`src/rtl/ctxs_pkg.sv`:
```
package ctxs_pkg;

  typedef enum logic [2:0] {
    SEC_RAND   = 3'd0,
    SEC_STICKY = 3'd1,
    SEC_AES    = 3'd2,
    SEC_RSA    = 3'd3,
    SEC_PKST   = 3'd4,
    SEC_PKKEY  = 3'd5,
    SEC_PAT    = 3'd6
  } sec_e;

  typedef enum logic [1:0] {
    ST_IDLE  = 2'd0,
    ST_PREP  = 2'd1,
    ST_RUN   = 2'd2,
    ST_CHECK = 2'd3
  } fsm_e;

  function automatic int unsigned img_blocks(input int unsigned sticky_q,
                                             input int unsigned aes_slots,
                                             input int unsigned rsa_slots,
                                             input int unsigned rsa_quads,
                                             input int unsigned pk_flat,
                                             input bit          big);
    int unsigned n;
    n = 1 + sticky_q + 4 * aes_slots + 2 * rsa_slots * rsa_quads + 1;
    if (big) n = n + 1 + pk_flat;
    return n;
  endfunction

endpackage

```
`src/rtl/ctxs_walker.sv`:
```
module ctxs_walker
  import ctxs_pkg::*;
#(
  parameter int STICKY_Q  = 2,
  parameter int AES_SLOTS = 16,
  parameter int RSA_SLOTS = 2,
  parameter int RSA_QUADS = 16,
  parameter int PK_FLAT   = 512,
  parameter int IDX_W     = 4,
  parameter int QF_W      = 9
) (
  input  sec_e             cur_sec,
  input  logic [IDX_W-1:0] cur_idx,
  input  logic [QF_W-1:0]  cur_quad,
  input  logic             big,
  output sec_e             nxt_sec,
  output logic [IDX_W-1:0] nxt_idx,
  output logic [QF_W-1:0]  nxt_quad,
  output logic             is_last
);

  localparam logic [QF_W-1:0]  STK_END  = QF_W'(STICKY_Q - 1);
  localparam logic [QF_W-1:0]  AES_END  = QF_W'(3);
  localparam logic [QF_W-1:0]  RSA_QEND = QF_W'(RSA_QUADS - 1);
  localparam logic [QF_W-1:0]  PK_END   = QF_W'(PK_FLAT - 1);
  localparam logic [IDX_W-1:0] AES_LAST = IDX_W'(AES_SLOTS - 1);
  localparam logic [IDX_W-1:0] RSA_LAST = IDX_W'(2 * RSA_SLOTS - 1);

  logic [QF_W-1:0]  quad_inc;
  logic [IDX_W-1:0] idx_inc;

  assign quad_inc = cur_quad + 1'b1;
  assign idx_inc  = cur_idx + 1'b1;

  always_comb begin
    nxt_sec  = cur_sec;
    nxt_idx  = cur_idx;
    nxt_quad = quad_inc;
    is_last  = 1'b0;
    unique case (cur_sec)
      SEC_RAND: begin
        nxt_sec  = SEC_STICKY;
        nxt_idx  = '0;
        nxt_quad = '0;
      end
      SEC_STICKY: begin
        if (cur_quad == STK_END) begin
          nxt_sec  = SEC_AES;
          nxt_idx  = '0;
          nxt_quad = '0;
        end
      end
      SEC_AES: begin
        if (cur_quad == AES_END) begin
          nxt_quad = '0;
          if (cur_idx == AES_LAST) begin
            nxt_sec = SEC_RSA;
            nxt_idx = '0;
          end else begin
            nxt_idx = idx_inc;
          end
        end
      end
      SEC_RSA: begin
        if (cur_quad == RSA_QEND) begin
          nxt_quad = '0;
          if (cur_idx == RSA_LAST) begin
            nxt_sec = big ? SEC_PKST : SEC_PAT;
            nxt_idx = '0;
          end else begin
            nxt_idx = idx_inc;
          end
        end
      end
      SEC_PKST: begin
        nxt_sec  = SEC_PKKEY;
        nxt_idx  = '0;
        nxt_quad = '0;
      end
      SEC_PKKEY: begin
        if (cur_quad == PK_END) begin
          nxt_sec  = SEC_PAT;
          nxt_idx  = '0;
          nxt_quad = '0;
        end
      end
      default: begin
        nxt_quad = cur_quad;
        is_last  = 1'b1;
      end
    endcase
  end

endmodule

```
`src/rtl/ctxs_fields.sv`:
```
module ctxs_fields
  import ctxs_pkg::*;
#(
  parameter int IDX_W = 4,
  parameter int QF_W  = 9,
  parameter int QLO_W = 4,
  localparam int QHI_W = QF_W - QLO_W
) (
  input  sec_e             cur_sec,
  input  logic [IDX_W-1:0] cur_idx,
  input  logic [QF_W-1:0]  cur_quad,
  output logic [2:0]       f_src,
  output logic [IDX_W-1:0] f_idx,
  output logic [QLO_W-1:0] f_qlo,
  output logic [QHI_W-1:0] f_qhi
);

  assign f_src = cur_sec;
  assign f_idx = cur_idx;
  assign f_qlo = cur_quad[QLO_W-1:0];

  generate
    if (QHI_W > 0) begin : g_hi
      assign f_qhi = (cur_sec == SEC_PKKEY) ? cur_quad[QF_W-1:QLO_W] : '0;
    end else begin : g_nohi
      assign f_qhi = '0;
    end
  endgenerate

endmodule

```
`src/rtl/ctxs_wdog.sv`:
```
module ctxs_wdog #(
  parameter int WDOG_LIM = 64,
  localparam int WD_W = (WDOG_LIM > 1) ? $clog2(WDOG_LIM) : 1
) (
  input  logic clk,
  input  logic rst_n,
  input  logic stall,
  output logic expire
);

  localparam logic [WD_W-1:0] WD_END = WD_W'(WDOG_LIM - 1);

  logic [WD_W-1:0] wd_q, wd_d;
  logic            wd_en;

  assign expire = stall && (wd_q == WD_END);

  always_comb begin
    wd_en = 1'b1;
    wd_d  = stall ? (wd_q + 1'b1) : '0;
    if (!stall && wd_q == '0) wd_en = 1'b0;
  end

  always_ff @(posedge clk or negedge rst_n) begin
    if (!rst_n) wd_q <= '0;
    else if (wd_en) wd_q <= wd_d;
  end

endmodule

```
`src/rtl/ctx_save_seq.sv`:
```
module ctx_save_seq
  import ctxs_pkg::*;
#(
  parameter int STICKY_Q  = 2,
  parameter int AES_SLOTS = 16,
  parameter int RSA_SLOTS = 2,
  parameter int RSA_QUADS = 16,
  parameter int PK_SLOTS  = 4,
  parameter int PK_QUADS  = 128,
  parameter int QLO_W     = 4,
  parameter int WDOG_LIM  = 64,
  localparam int IDX_N     = (AES_SLOTS > 2 * RSA_SLOTS) ? AES_SLOTS : 2 * RSA_SLOTS,
  localparam int IDX_W     = (IDX_N > 1) ? $clog2(IDX_N) : 1,
  localparam int PK_FLAT   = PK_SLOTS * PK_QUADS,
  localparam int QF_W      = $clog2(PK_FLAT),
  localparam int QHI_W     = QF_W - QLO_W,
  localparam int BIG_TOTAL = int'(img_blocks(STICKY_Q, AES_SLOTS, RSA_SLOTS, RSA_QUADS, PK_FLAT, 1'b1)),
  localparam int CNT_W     = $clog2(BIG_TOTAL + 1)
) (
  input  logic             clk,
  input  logic             rst_n,
  input  logic             start,
  input  logic             big_sel,
  input  logic             eng_idle,
  input  logic             irq_pend,
  input  logic             req_ready,
  output logic             req_valid,
  output logic [2:0]       req_src,
  output logic [IDX_W-1:0] req_idx,
  output logic [QLO_W-1:0] req_qlo,
  output logic [QHI_W-1:0] req_qhi,
  output logic             irq_clr,
  output logic [CNT_W-1:0] blk_count,
  output logic             done,
  output logic             err
);

  localparam logic [CNT_W-1:0] SMALL_CNT =
    CNT_W'(img_blocks(STICKY_Q, AES_SLOTS, RSA_SLOTS, RSA_QUADS, PK_FLAT, 1'b0));
  localparam logic [CNT_W-1:0] BIG_CNT = CNT_W'(BIG_TOTAL);

  // reset: asynchronous assert, two-stage synchronous release
  logic rs_meta, rs_n;
  always_ff @(posedge clk or negedge rst_n) begin
    if (!rst_n) begin
      rs_meta <= 1'b0;
      rs_n    <= 1'b0;
    end else begin
      rs_meta <= 1'b1;
      rs_n    <= rs_meta;
    end
  end

  fsm_e             st_q, st_d;
  sec_e             sec_q, sec_d;
  logic [IDX_W-1:0] idx_q, idx_d;
  logic [QF_W-1:0]  quad_q, quad_d;
  logic [CNT_W-1:0] cnt_q;
  logic             done_q, done_d, err_q, err_d, big_q;
  logic             cur_en, big_en, hs, stall, tmo;

  sec_e             w_sec;
  logic [IDX_W-1:0] w_idx;
  logic [QF_W-1:0]  w_quad;
  logic             w_last;

  ctxs_walker #(
    .STICKY_Q (STICKY_Q),
    .AES_SLOTS(AES_SLOTS),
    .RSA_SLOTS(RSA_SLOTS),
    .RSA_QUADS(RSA_QUADS),
    .PK_FLAT  (PK_FLAT),
    .IDX_W    (IDX_W),
    .QF_W     (QF_W)
  ) u_walk (
    .cur_sec (sec_q),
    .cur_idx (idx_q),
    .cur_quad(quad_q),
    .big     (big_q),
    .nxt_sec (w_sec),
    .nxt_idx (w_idx),
    .nxt_quad(w_quad),
    .is_last (w_last)
  );

  ctxs_fields #(
    .IDX_W(IDX_W),
    .QF_W (QF_W),
    .QLO_W(QLO_W)
  ) u_fld (
    .cur_sec (sec_q),
    .cur_idx (idx_q),
    .cur_quad(quad_q),
    .f_src   (req_src),
    .f_idx   (req_idx),
    .f_qlo   (req_qlo),
    .f_qhi   (req_qhi)
  );

  ctxs_wdog #(
    .WDOG_LIM(WDOG_LIM)
  ) u_wd (
    .clk   (clk),
    .rst_n (rs_n),
    .stall (stall),
    .expire(tmo)
  );

  assign req_valid = (st_q == ST_RUN);
  assign hs        = req_valid && req_ready;
  assign stall     = req_valid && !req_ready;
  assign irq_clr   = (st_q == ST_PREP) && irq_pend;
  assign blk_count = cnt_q;
  assign done      = done_q;
  assign err       = err_q;

  always_comb begin
    st_d   = st_q;
    sec_d  = w_sec;
    idx_d  = w_idx;
    quad_d = w_quad;
    done_d = done_q;
    err_d  = err_q;
    cur_en = 1'b0;
    big_en = 1'b0;
    unique case (st_q)
      ST_IDLE: begin
        if (start) begin
          big_en = 1'b1;
          if (cnt_q != '0) begin
            done_d = 1'b1;
            err_d  = 1'b1;
          end else begin
            done_d = 1'b0;
            err_d  = 1'b0;
            st_d   = ST_PREP;
            cur_en = 1'b1;
            sec_d  = SEC_RAND;
            idx_d  = '0;
            quad_d = '0;
          end
        end
      end
      ST_PREP: begin
        if (eng_idle && !irq_pend) st_d = ST_RUN;
      end
      ST_RUN: begin
        if (tmo) begin
          st_d   = ST_IDLE;
          done_d = 1'b1;
          err_d  = 1'b1;
        end else if (hs) begin
          if (w_last) st_d = ST_CHECK;
          else cur_en = 1'b1;
        end
      end
      default: begin
        st_d   = ST_IDLE;
        done_d = 1'b1;
        if (cnt_q != (big_q ? BIG_CNT : SMALL_CNT)) err_d = 1'b1;
      end
    endcase
  end

  always_ff @(posedge clk or negedge rs_n) begin
    if (!rs_n) begin
      st_q   <= ST_IDLE;
      sec_q  <= SEC_RAND;
      idx_q  <= '0;
      quad_q <= '0;
      cnt_q  <= '0;
      done_q <= 1'b0;
      err_q  <= 1'b0;
      big_q  <= 1'b0;
    end else begin
      st_q   <= st_d;
      done_q <= done_d;
      err_q  <= err_d;
      if (cur_en) begin
        sec_q  <= sec_d;
        idx_q  <= idx_d;
        quad_q <= quad_d;
      end
      if (hs)     cnt_q <= cnt_q + 1'b1;
      if (big_en) big_q <= big_sel;
    end
  end

endmodule

```
`config.mk`:
```
export PLATFORM = sky130hd
export DESIGN_NAME = ctx_save_seq
export DESIGN_NICKNAME = d
export VERILOG_FILES = /design/src/rtl/ctxs_pkg.sv /design/src/rtl/ctxs_walker.sv /design/src/rtl/ctxs_fields.sv /design/src/rtl/ctxs_wdog.sv /design/src/rtl/ctx_save_seq.sv
export SDC_FILE = /design/constraint.sdc
export NUM_CORES = 1
export LEC_CHECK = 0
export ABC_AREA = 1
export BUFFER_PORTS_ARGS = -buffer_cell sky130_fd_sc_hd__buf_2
export CAP_MARGIN = 20
export CELL_PAD_IN_SITES_DETAIL_PLACEMENT = 0
export CELL_PAD_IN_SITES_GLOBAL_PLACEMENT = 1
export CORE_MARGIN = 4
export CORE_UTILIZATION = 44
export CTS_CLUSTER_DIAMETER = 40
export CTS_CLUSTER_SIZE = 12
export DETAILED_ROUTE_END_ITERATION = 10
export PLACE_DENSITY = 0.83
export SETUP_SLACK_MARGIN = 0.5
export SKIP_CTS_REPAIR_TIMING = 1
export SYNTH_ARGS = -nofsm -noshare
export SYNTH_HDL_FRONTEND = slang
export SYNTH_SLANG_ARGS = --single-unit
```
`constraint.sdc`:
```
create_clock -name clk -period 2.1 [get_ports clk]
set_input_delay 0.42 -clock clk [delete_from_list [all_inputs] [get_ports clk]]
set_output_delay 0.42 -clock clk [all_outputs]
set_load 0.05 [all_outputs]
```
==> flow_summary.ini, run 1 <==
[timing]
fin_crit_sh = 0.943
worst_pin_slew_ns = 0.500
skew_ns = 0.00763
rsz0062_at_grt = true
maxSlewViolCount = 0
max_freq_ghz = 0.505
final_period_minus_worst_setup_slack_ns = 1.98
setup_violations = 0
slew_headroom = 0.666
hold_viol_final = 0

[synthesis]
synth_edf_count = 0
synth-seq-cells = 39
synth_nets = 365
seq_area_frac_synth = 0.385
synth-main-ff-cell = dfrtp_1
yosysWarnings = 0
synth_cell_type_count = 33
syn_area_per_cell_um2 = 7.24
synthArstFlopShare = 1.00
syn-cell-area_um2 = 2530
syn_inst = 350

[layout]
syn2layout_area_growth_pct = 37.2
multiInputGateArea_um2 = 1560
drive_above_1_share = 0.380
fillers = 488
stdcell_count = 501
num_antenna_cells = 0
final_cell_mix = nand2_1 (73), nor2_1 (41), buf_4 (37)
stdcell_area_um2 = 3480
mostFrequentLayoutCell = nand2_1
finalNetCount = 443
seq_area_um2 = 983

[global_routing]
use_met3 = 0.0316
grt_overflow = 0
grt_usage = 0.183
grt_antenna_before_repair = 0
grt_pass1_vias = 2258
busiest_layer = met2
grt_pass1_wl_um = 10600
use_met1 = 0.251
met2_usage = 0.296
grt_max_degree = 38

[pwr]
p_int_mw = 2.09
netSwitchingPower_mw = 2.00
power_frac_seq = 0.287
p_comb_frac = 0.555
power.leakage_nw = 1.71
switching_share = 0.490
p_per_area_nw_per_um2 = 1180
p_clk_frac = 0.158
ir_worst_vdd_mv = 0.707

[setup_path]
crit_path_max_fanout = 3
worstSetupPathType = reg -> reg
rrSetupSlack_ns = 0.12
worstSetupStartpointType = flop
worstPathRequired_ns = 2.29
r2r_cells = 14
endpoint_kind = flop
arrival_ns = 2.17

[floorplanning]
dieArea_um2 = 7040
die_h_um = 83.9
boundaryPins = 37
initial_utilization = 0.457
placeableCoreArea_um2 = 5540
fp.dieW_um = 83.9
rows = 27

[routing]
drc = 0
viasPerCell = 5.12
route.vias.total = 2566
wirelength_um = 6850
drtPass1Iterations = 5
wl_per_cell_um = 13.7
detail-route-antenna-nets = 0
drt_iter0_drc = 88

[clocking]
htree_levels = 2
cts_tree = built
cts.sinks = 39
path_clk_slew_ns = 0.09
clk_path_buf_depth = 2
clk_latency_ns = 0.30
numCtsBuffers = 5
cts-root-buf = clkbuf_8

[flow_run]
drv_cap = 0

[place]
placed_cell_area_um2 = 2870
portBuffers = 36
dp.cells = 456
dp_hpwl_um = 4560
finalWeightedCongestion = 0.834

[run_status]
status = finished, final reports clean

[hold_path]
hp-class = reg -> async
[sequential cells by signal, indices dropped and copies added, names as in the netlist]
name and count:
u_wd.wd_q 6, quad_q 9, err 1, sec_q 3, idx_q 4, st_q 2
rs_n 1, blk_count 10, big_q 1, done 1, rs_meta 1
[power groups by stage]
| stage | Combinational, mW | Sequential, mW | Clock (mW) |
|---|---|---|---|
| after floorplan | 1.31 | 1.33 | 0 |
| after detailed placement | 1.86 | 1.17 | 0 |
| after CTS | 1.87 | 1.15 | 0.661 |
| after global routing | 2.51 | 1.20 | 0.703 |
| after global placement | 1.84 | 1.16 | 0 |
| final | 2.27 | 1.17 | 0.645 |
[routing by layer]
metal	wire (um)	share of wire
met5	0	0
met4	93	0.014
met3	318	0.046
met2	3270	0.48
met1	3160	0.46
[through the flow]
step                worst slack (ns)  utilization  total power, mW  hold slack [ns]  setup TNS, ns
floorplan                      0.191            -             2.64            0.124              0
global placement               0.114        0.518             3.01            0.207              0
detailed placement            0.0418        0.518             3.03            0.207              0
CTS                           0.0246        0.538             3.68           -0.118              0
global route                 -0.0146        0.628             4.41            0.330        -0.0169
finish                         0.121        0.628             4.09            0.306              0
[critical path, stage by stage, from the launching register on]
cell     delay (ns)
dfrtp_1        0.42
ha_4           0.17
nand2_4        0.06
nor2_4         0.11
inv_2          0.06
nor2_4         0.11
nand2_2        0.07
nor3_2         0.11
ha_2           0.20
or2_4          0.14
nand3_4        0.08
nor2_4         0.14
nand3_1        0.08
nand3_1        0.07
nand2_1        0.05
[final timing paths]
path,from,end
max,quad_q[1],idx_q[2]
min,rs_n,blk_count[1]
max reg2reg,quad_q[1],idx_q[2]
min reg2reg,rs_n,blk_count[1]
max in group asynchronous,rs_n,blk_count[0]
min in group clk,big_sel,big_q
[logic make-up (layout without fill, tap and decap cells)]
group                      after synthesis  after routing  synth area share
and+or+nand+nor                        198            199             0.366
adders and majority gates                8              8            0.0395
other                                    1              1           0.00148
AOI/OAI and AO/OA                       41             41            0.0874
DFF                                     39             39             0.385
xor gates and xnor gates                 9              9            0.0311
buffers and inverters                   54            132            0.0889
[layout make-up]
| cell class | instances | share of cell area |
|---|---|---|
| Sequential cell | 39 | 0.283 |
| Inverter | 48 | 0.0547 |
| Multi-Input combinational cell | 258 | 0.448 |
| Clock buffer | 6 | 0.0209 |
| Clock inverter | 2 | 0.0108 |
| Tap cell | 72 | 0.0259 |
| Timing Repair Buffer | 76 | 0.157 |
[synthesized netlist by cell type, types with 3 or more instances]
| cell type | instances | share of area |
|---|---|---|
| a21oi_1 | 12 | 0.024 |
| nand4_1 | 9 | 0.022 |
| nand2_1 | 80 | 0.12 |
| dfrtp_1 | 39 | 0.39 |
| o21ai_1 | 8 | 0.016 |
| nor3_1 | 5 | 0.0099 |
| nor2_2 | 7 | 0.017 |
| nor2_4 | 3 | 0.013 |
| inv_2 | 7 | 0.010 |
| nand2_2 | 4 | 0.0099 |
| buf_4 | 4 | 0.012 |
| o21ai_0 | 15 | 0.030 |
| inv_1 | 41 | 0.061 |
| nand3_1 | 26 | 0.051 |
| ha_1 | 8 | 0.040 |
| nor2_1 | 53 | 0.079 |
| nand2_4 | 5 | 0.022 |
| xor2_1 | 7 | 0.024 |
Note: power is estimated with default switching activity, not from simulation.
==> run 2: changes to the inputs <==
Settings changed: CELL_PAD_IN_SITES_DETAIL_PLACEMENT 0 to 2, CELL_PAD_IN_SITES_GLOBAL_PLACEMENT 1 to 2, CORE_UTILIZATION 44 to 35, HOLD_SLACK_MARGIN from default to 0.02, PLACE_DENSITY 0.83 to 0.84, SLEW_MARGIN from default to 20.
==> flow_summary.ini, run 2 (synthesis gave the netlist of run 1 again) <==
[setup_path]
endpoint = sec_q[1]
worstPathRequired_ns = 2.32
worstSetupStartpointType = flop
path_cells = ha_4, nand2_4, nor2_4, inv_2, nor2_4, nand2_2, nor3_2, ha_2, buf_4, nand4_1, nand3_1, a31oi_1, o21ai_1, nand2_1, o21ai_1
crit_path_top_delay_cell = dfrtp_1
r2r-end = sec_q[1]
crit_path_max_fanout = 4
rrSetupSlack_ns = -0.11
max_stage_delay_ns = 0.44
r2r_cells = 15
endpoint_kind = flop
critPathLaunch = quad_q[0]
arrival_ns = 2.43
worstSetupPathType = reg -> reg
r2r_start = quad_q[0]

[clocking]
cts.sinks = 39
clk_path_buf_depth = 2
cts_tree = built
cts-root-buf = clkbuf_8
htree_levels = 2
numCtsBuffers = 5
path_clk_slew_ns = 0.10
clk_latency_ns = 0.31

[timing]
setup_ws_ns = -0.115
hold_viol_final = 0
slew_headroom = 0.486
skew_ns = 0.0147
fin_crit_sh = 1.05
rsz0062_at_grt = true
max_freq_ghz = 0.452
maxSlewViolCount = 0
final_period_minus_worst_setup_slack_ns = 2.21
worst_pin_slew_ns = 0.771
whs_ns = 0.308
setup_violations = 8

[routing]
drc = 0
viasPerCell = 5.50
drt_iter0_drc = 113
wirelength_um = 12700
wl_per_cell_um = 24.7
route.vias.total = 2823
drtPass1Iterations = 4
detail-route-antenna-nets = 0

[layout]
seq_area_um2 = 986
num_antenna_cells = 0
syn2layout_area_growth_pct = 40.2
drive_above_1_share = 0.405
final_core_util = 0.514
stdcell_area_um2 = 3550
fillers = 769
final_cell_mix = nand2_1 (69), nor2_1 (37), inv_1 (33)
multiInputGateArea_um2 = 1650
largest_reg_flops = 10
finalNetCount = 431
mostFrequentLayoutCell = nand2_1

[floorplanning]
boundaryPins = 37
initial_utilization = 0.367
placeableCoreArea_um2 = 6910
rows = 30
fp.dieW_um = 93.1
die_h_um = 93.1
dieArea_um2 = 8660

[pwr]
power.leakage_nw = 1.69
p_per_area_nw_per_um2 = 1300
ir_worst_vdd_mv = 0.626

[place]
pre_cts_ws_ns = -0.0527
dp_hpwl_um = 6390
finalWeightedCongestion = 0.815
portBuffers = 36
placed_cell_area_um2 = 2930

[global_routing]
grt_pass1_vias = 2745
grt_pass1_wl_um = 14100
grt_usage = 0.205
grt_max_degree = 25
grt_overflow = 0
grt_antenna_before_repair = 0

[run_status]
status = complete, but fails checks
violations = setup timing

[hold_path]
hp-class = reg -> async

[flow_run]
drv_cap = 0
-- run 2: cell types whose count changed in the layout (fill, tap and decap cells not counted), moves of 2 or more --
cell     previous run  this run
nor2_2             11        14
nand2_8             1         3
nand2_1            73        69
nor2_1             41        37
buf_4              37        24
dfrtp_1            33        31
dfrtp_2             6         8
nand2_2             9        12
nand3_2             3         8
inv_2              12        10
nand3_1            22        16
-- run 2: power breakdown --
group | internal, mW | leakage (nW) | switching, mW
clock network | 0.392 | 0.0618 | 0.344
logic | 0.790 | 1.16 | 1.87
registers | 0.944 | 0.463 | 0.289
total | 2.13 | 1.69 | 2.50
-- run 2: final cells by class --
type                    instances  area share
clock inverters                 2      0.0109
repair buffers                 65       0.135
clock buffers                   6      0.0232
well taps                      96      0.0338
inverters                      48      0.0556
flip-flops and latches         39       0.277
multi-input cells             257       0.464
-- run 2: worst min-delay path by stage --
stage | slack, ns | cells past startpoint | startpoint | to
after floorplan | 0.12 | 0 | rst_n | rs_meta
after global placement | 0.21 | 1 | rst_n | rs_meta
after detailed placement | 0.21 | 1 | rst_n | rs_meta
after CTS | -0.13 | 1 | rst_n | rs_n
after global routing | 0.38 | 0 | rs_n | st_q[1]
final | 0.31 | 0 | rs_n | u_wd.wd_q[0]
-- run 2: metrics by stage --
stage | TNS (ns) | power [mW] | std cells
detailed placement | -0.273 | 3.14 | 482
CTS | -0.825 | 3.92 | 490
global route | -1.91 | 4.86 | 513
floorplan | 0 | 2.64 | 350
global placement | 0 | 3.06 | 482
finish | -0.373 | 4.63 | 513
-- run 2: routing by layer --
metal	global-route usage	wire length, um	up-vias
li1	-	-	1245
met1	0.262	4870	1422
met2	0.365	6510	99
met3	0.0298	585	57
met4	0.0440	721	0
met5	0	0	-
-- run 2: critical path, delay by kind of cell, from the launching register on --
kind            cells  cell delay (ns)
fa+ha+maj           2             0.40
simple gates        8             0.82
flops               1             0.44
compound gates      3             0.31
buf+inv             2             0.17
==> run 3: changes to the inputs <==
Settings changed: CORE_ASPECT_RATIO from default to 0.8, SYNTH_HIERARCHICAL from default to 1.
==> flow_summary.ini, run 3 <==
[clocking]
numCtsBuffers = 5
clk_path_buf_depth = 2
cts-root-buf = clkbuf_8
cts_tree = built
cts.sinks = 39
clk_latency_ns = 0.31
path_clk_slew_ns = 0.09
htree_levels = 2

[pwr]
power.leakage_nw = 1.81
switching_share = 0.508
power_frac_seq = 0.276
p_clk_frac = 0.168
ir_worst_vdd_mv = 0.710
p_per_area_nw_per_um2 = 1120
p_int_mw = 2.04
total_power_mw = 4.14
p_comb_frac = 0.557
netSwitchingPower_mw = 2.10

[global_routing]
grt_max_degree = 38
grt_pass1_wl_um = 15300
grt_overflow = 0
grt_usage = 0.200
grt_pass1_vias = 3110
grt_antenna_before_repair = 0

[floorplanning]
fp.dieW_um = 109
boundaryPins = 37
placeableCoreArea_um2 = 7950
dieArea_um2 = 9720
die_h_um = 89.0
rows = 29
initial_utilization = 0.361

[routing]
viasPerCell = 5.16
route.vias.total = 2939
wl_per_cell_um = 19.8
wirelength_um = 11300
drt_iter0_drc = 71
detail-route-antenna-nets = 0
drc = 0
drtPass1Iterations = 4

[layout]
fillers = 918
finalNetCount = 476
syn2layout_area_growth_pct = 28.5
mostFrequentLayoutCell = nand2_1
largest_reg_flops = 10
drive_above_1_share = 0.361
final_cell_mix = nand2_1 (97), nand3_1 (45), inv_1 (38)
stdcell_count = 570
multiInputGateArea_um2 = 1750
num_antenna_cells = 0
seq_area_um2 = 988

[setup_path]
worstPathRequired_ns = 2.30
arrival_ns = 2.06
endpoint_kind = flop
worstSetupStartpointType = flop
r2r_cells = 13
crit_path_max_fanout = 5
worstSetupPathType = reg -> reg

[synthesis]
seq_area_frac_synth = 0.340
synth.area.top_cells = dfrtp_1 (34%), nand2_1 (14%), nand3_1 (9.6%)
synth.most_common_cell = nand2_1
syn_area_per_cell_um2 = 7.07
synth_top_area_cell = dfrtp_1
synth_top_area_share = 0.340
synth_cell_type_count = 34
syn-cell-area_um2 = 2870
synth_nets = 421
yosysWarnings = 6
syn_inst = 406
synth_edf_count = 0
synth_commonest_cells = nand2_1 (104), nand3_1 (55), inv_1 (43), nor2_1 (40), dfrtp_1 (39)
synth-seq-cells = 39
synthArstFlopShare = 1.00
synth-main-ff-cell = dfrtp_1

[timing]
final_period_minus_worst_setup_slack_ns = 1.86
slew_headroom = 0.647
rsz0062_at_grt = true
setup_violations = 0
setup_tns_ns = 0
skew_ns = 0.0136
fin_crit_sh = 0.885
maxSlewViolCount = 0
max_freq_ghz = 0.538
worst_pin_slew_ns = 0.529
hold_viol_final = 0

[hold_path]
hp-class = reg -> async

[place]
dp.cells = 542
finalWeightedCongestion = 0.822
portBuffers = 36
dp_hpwl_um = 6550

[run_status]
status = finished, final reports clean

[flow_run]
drv_cap = 0
run 3: cell types whose count changed in the layout (fill, tap and decap cells not counted), moves of 5 or more:
cell     change
buf_4        -7
inv_1        +5
nand2_1     +28
nand3_1     +29
nand4_1      -6
nor2_1       -6
nor2_4       -8
o21ai_1      -6
run 3: power by group through the flow:
stage                     combinational (mW)  clock [mW]  sequential, mW
final                                   2.30       0.694            1.14
after global routing                    2.48       0.735            1.17
after CTS                               1.77       0.710            1.12
after detailed placement                1.74           0            1.13
after global placement                  1.66           0            1.12
after floorplan                         1.14           0            1.32
run 3: kinds of logic after synthesis:
| family | count (synthesis) | synth area share |
|---|---|---|
| simple gates | 241 | 0.404 |
| buf+inv | 73 | 0.123 |
| flops | 39 | 0.340 |
| compound gates | 34 | 0.0654 |
| xor+xnor | 10 | 0.0305 |
| fa+ha+maj | 8 | 0.0349 |
| other cells | 1 | 0.00131 |
run 3: worst paths after layout:
check / from / end / slack [ns]
setup / recovery: quad_q[0] / idx_q[0] / 0.24
hold reg to reg: rs_n / u_wd/wd_q[0] / 0.31
min in group clk: rs_meta / rs_n / 0.36
max in group asynchronous: rs_n / sec_q[1] / 1.37
setup reg to reg: quad_q[0] / idx_q[0] / 0.24
hold / removal: rs_n / u_wd/wd_q[0] / 0.31
run 3: per-layer routing:
metal  up-vias  GRT usage  routed length (um)
li1       1379          -                   -
met1      1483      0.263                5140
met2        64      0.349                5610
met3        13     0.0310                 414
met4         0     0.0442                 127
met5         -          0                   0
run 3: worst max-delay path: stages (launching register included):
cell     delay (ns)
dfrtp_1        0.44
ha_4           0.18
nand3_4        0.07
nor3_4         0.13
ha_2           0.19
inv_2          0.05
nand2_4        0.10
nand2_8        0.08
nor2_8         0.20
nand2_4        0.08
nand2_2        0.06
nand2_1        0.05
nand3_1        0.06
nand2_1        0.06
run 3: layout make-up:
type	count	area share
Timing Repair inverter	1	0.00170
Inverter	55	0.0594
Timing Repair Buffer	64	0.128
Multi-Input combinational cell	295	0.474
Tap cell	108	0.0367
Sequential cell	39	0.268
Clock buffer	6	0.0224
Clock inverter	2	0.00950
run 3: stage by stage:
stage               setup WS (ns)  utilization  area, um^2  hold WS (ns)
floorplan                   0.345            -        2960         0.124
detailed placement          0.164        0.402        3200         0.208
global placement            0.263        0.402        3200         0.206
finish                      0.241        0.464        3690         0.313
global route                0.120        0.464        3690         0.362
CTS                         0.133        0.417        3320        -0.127
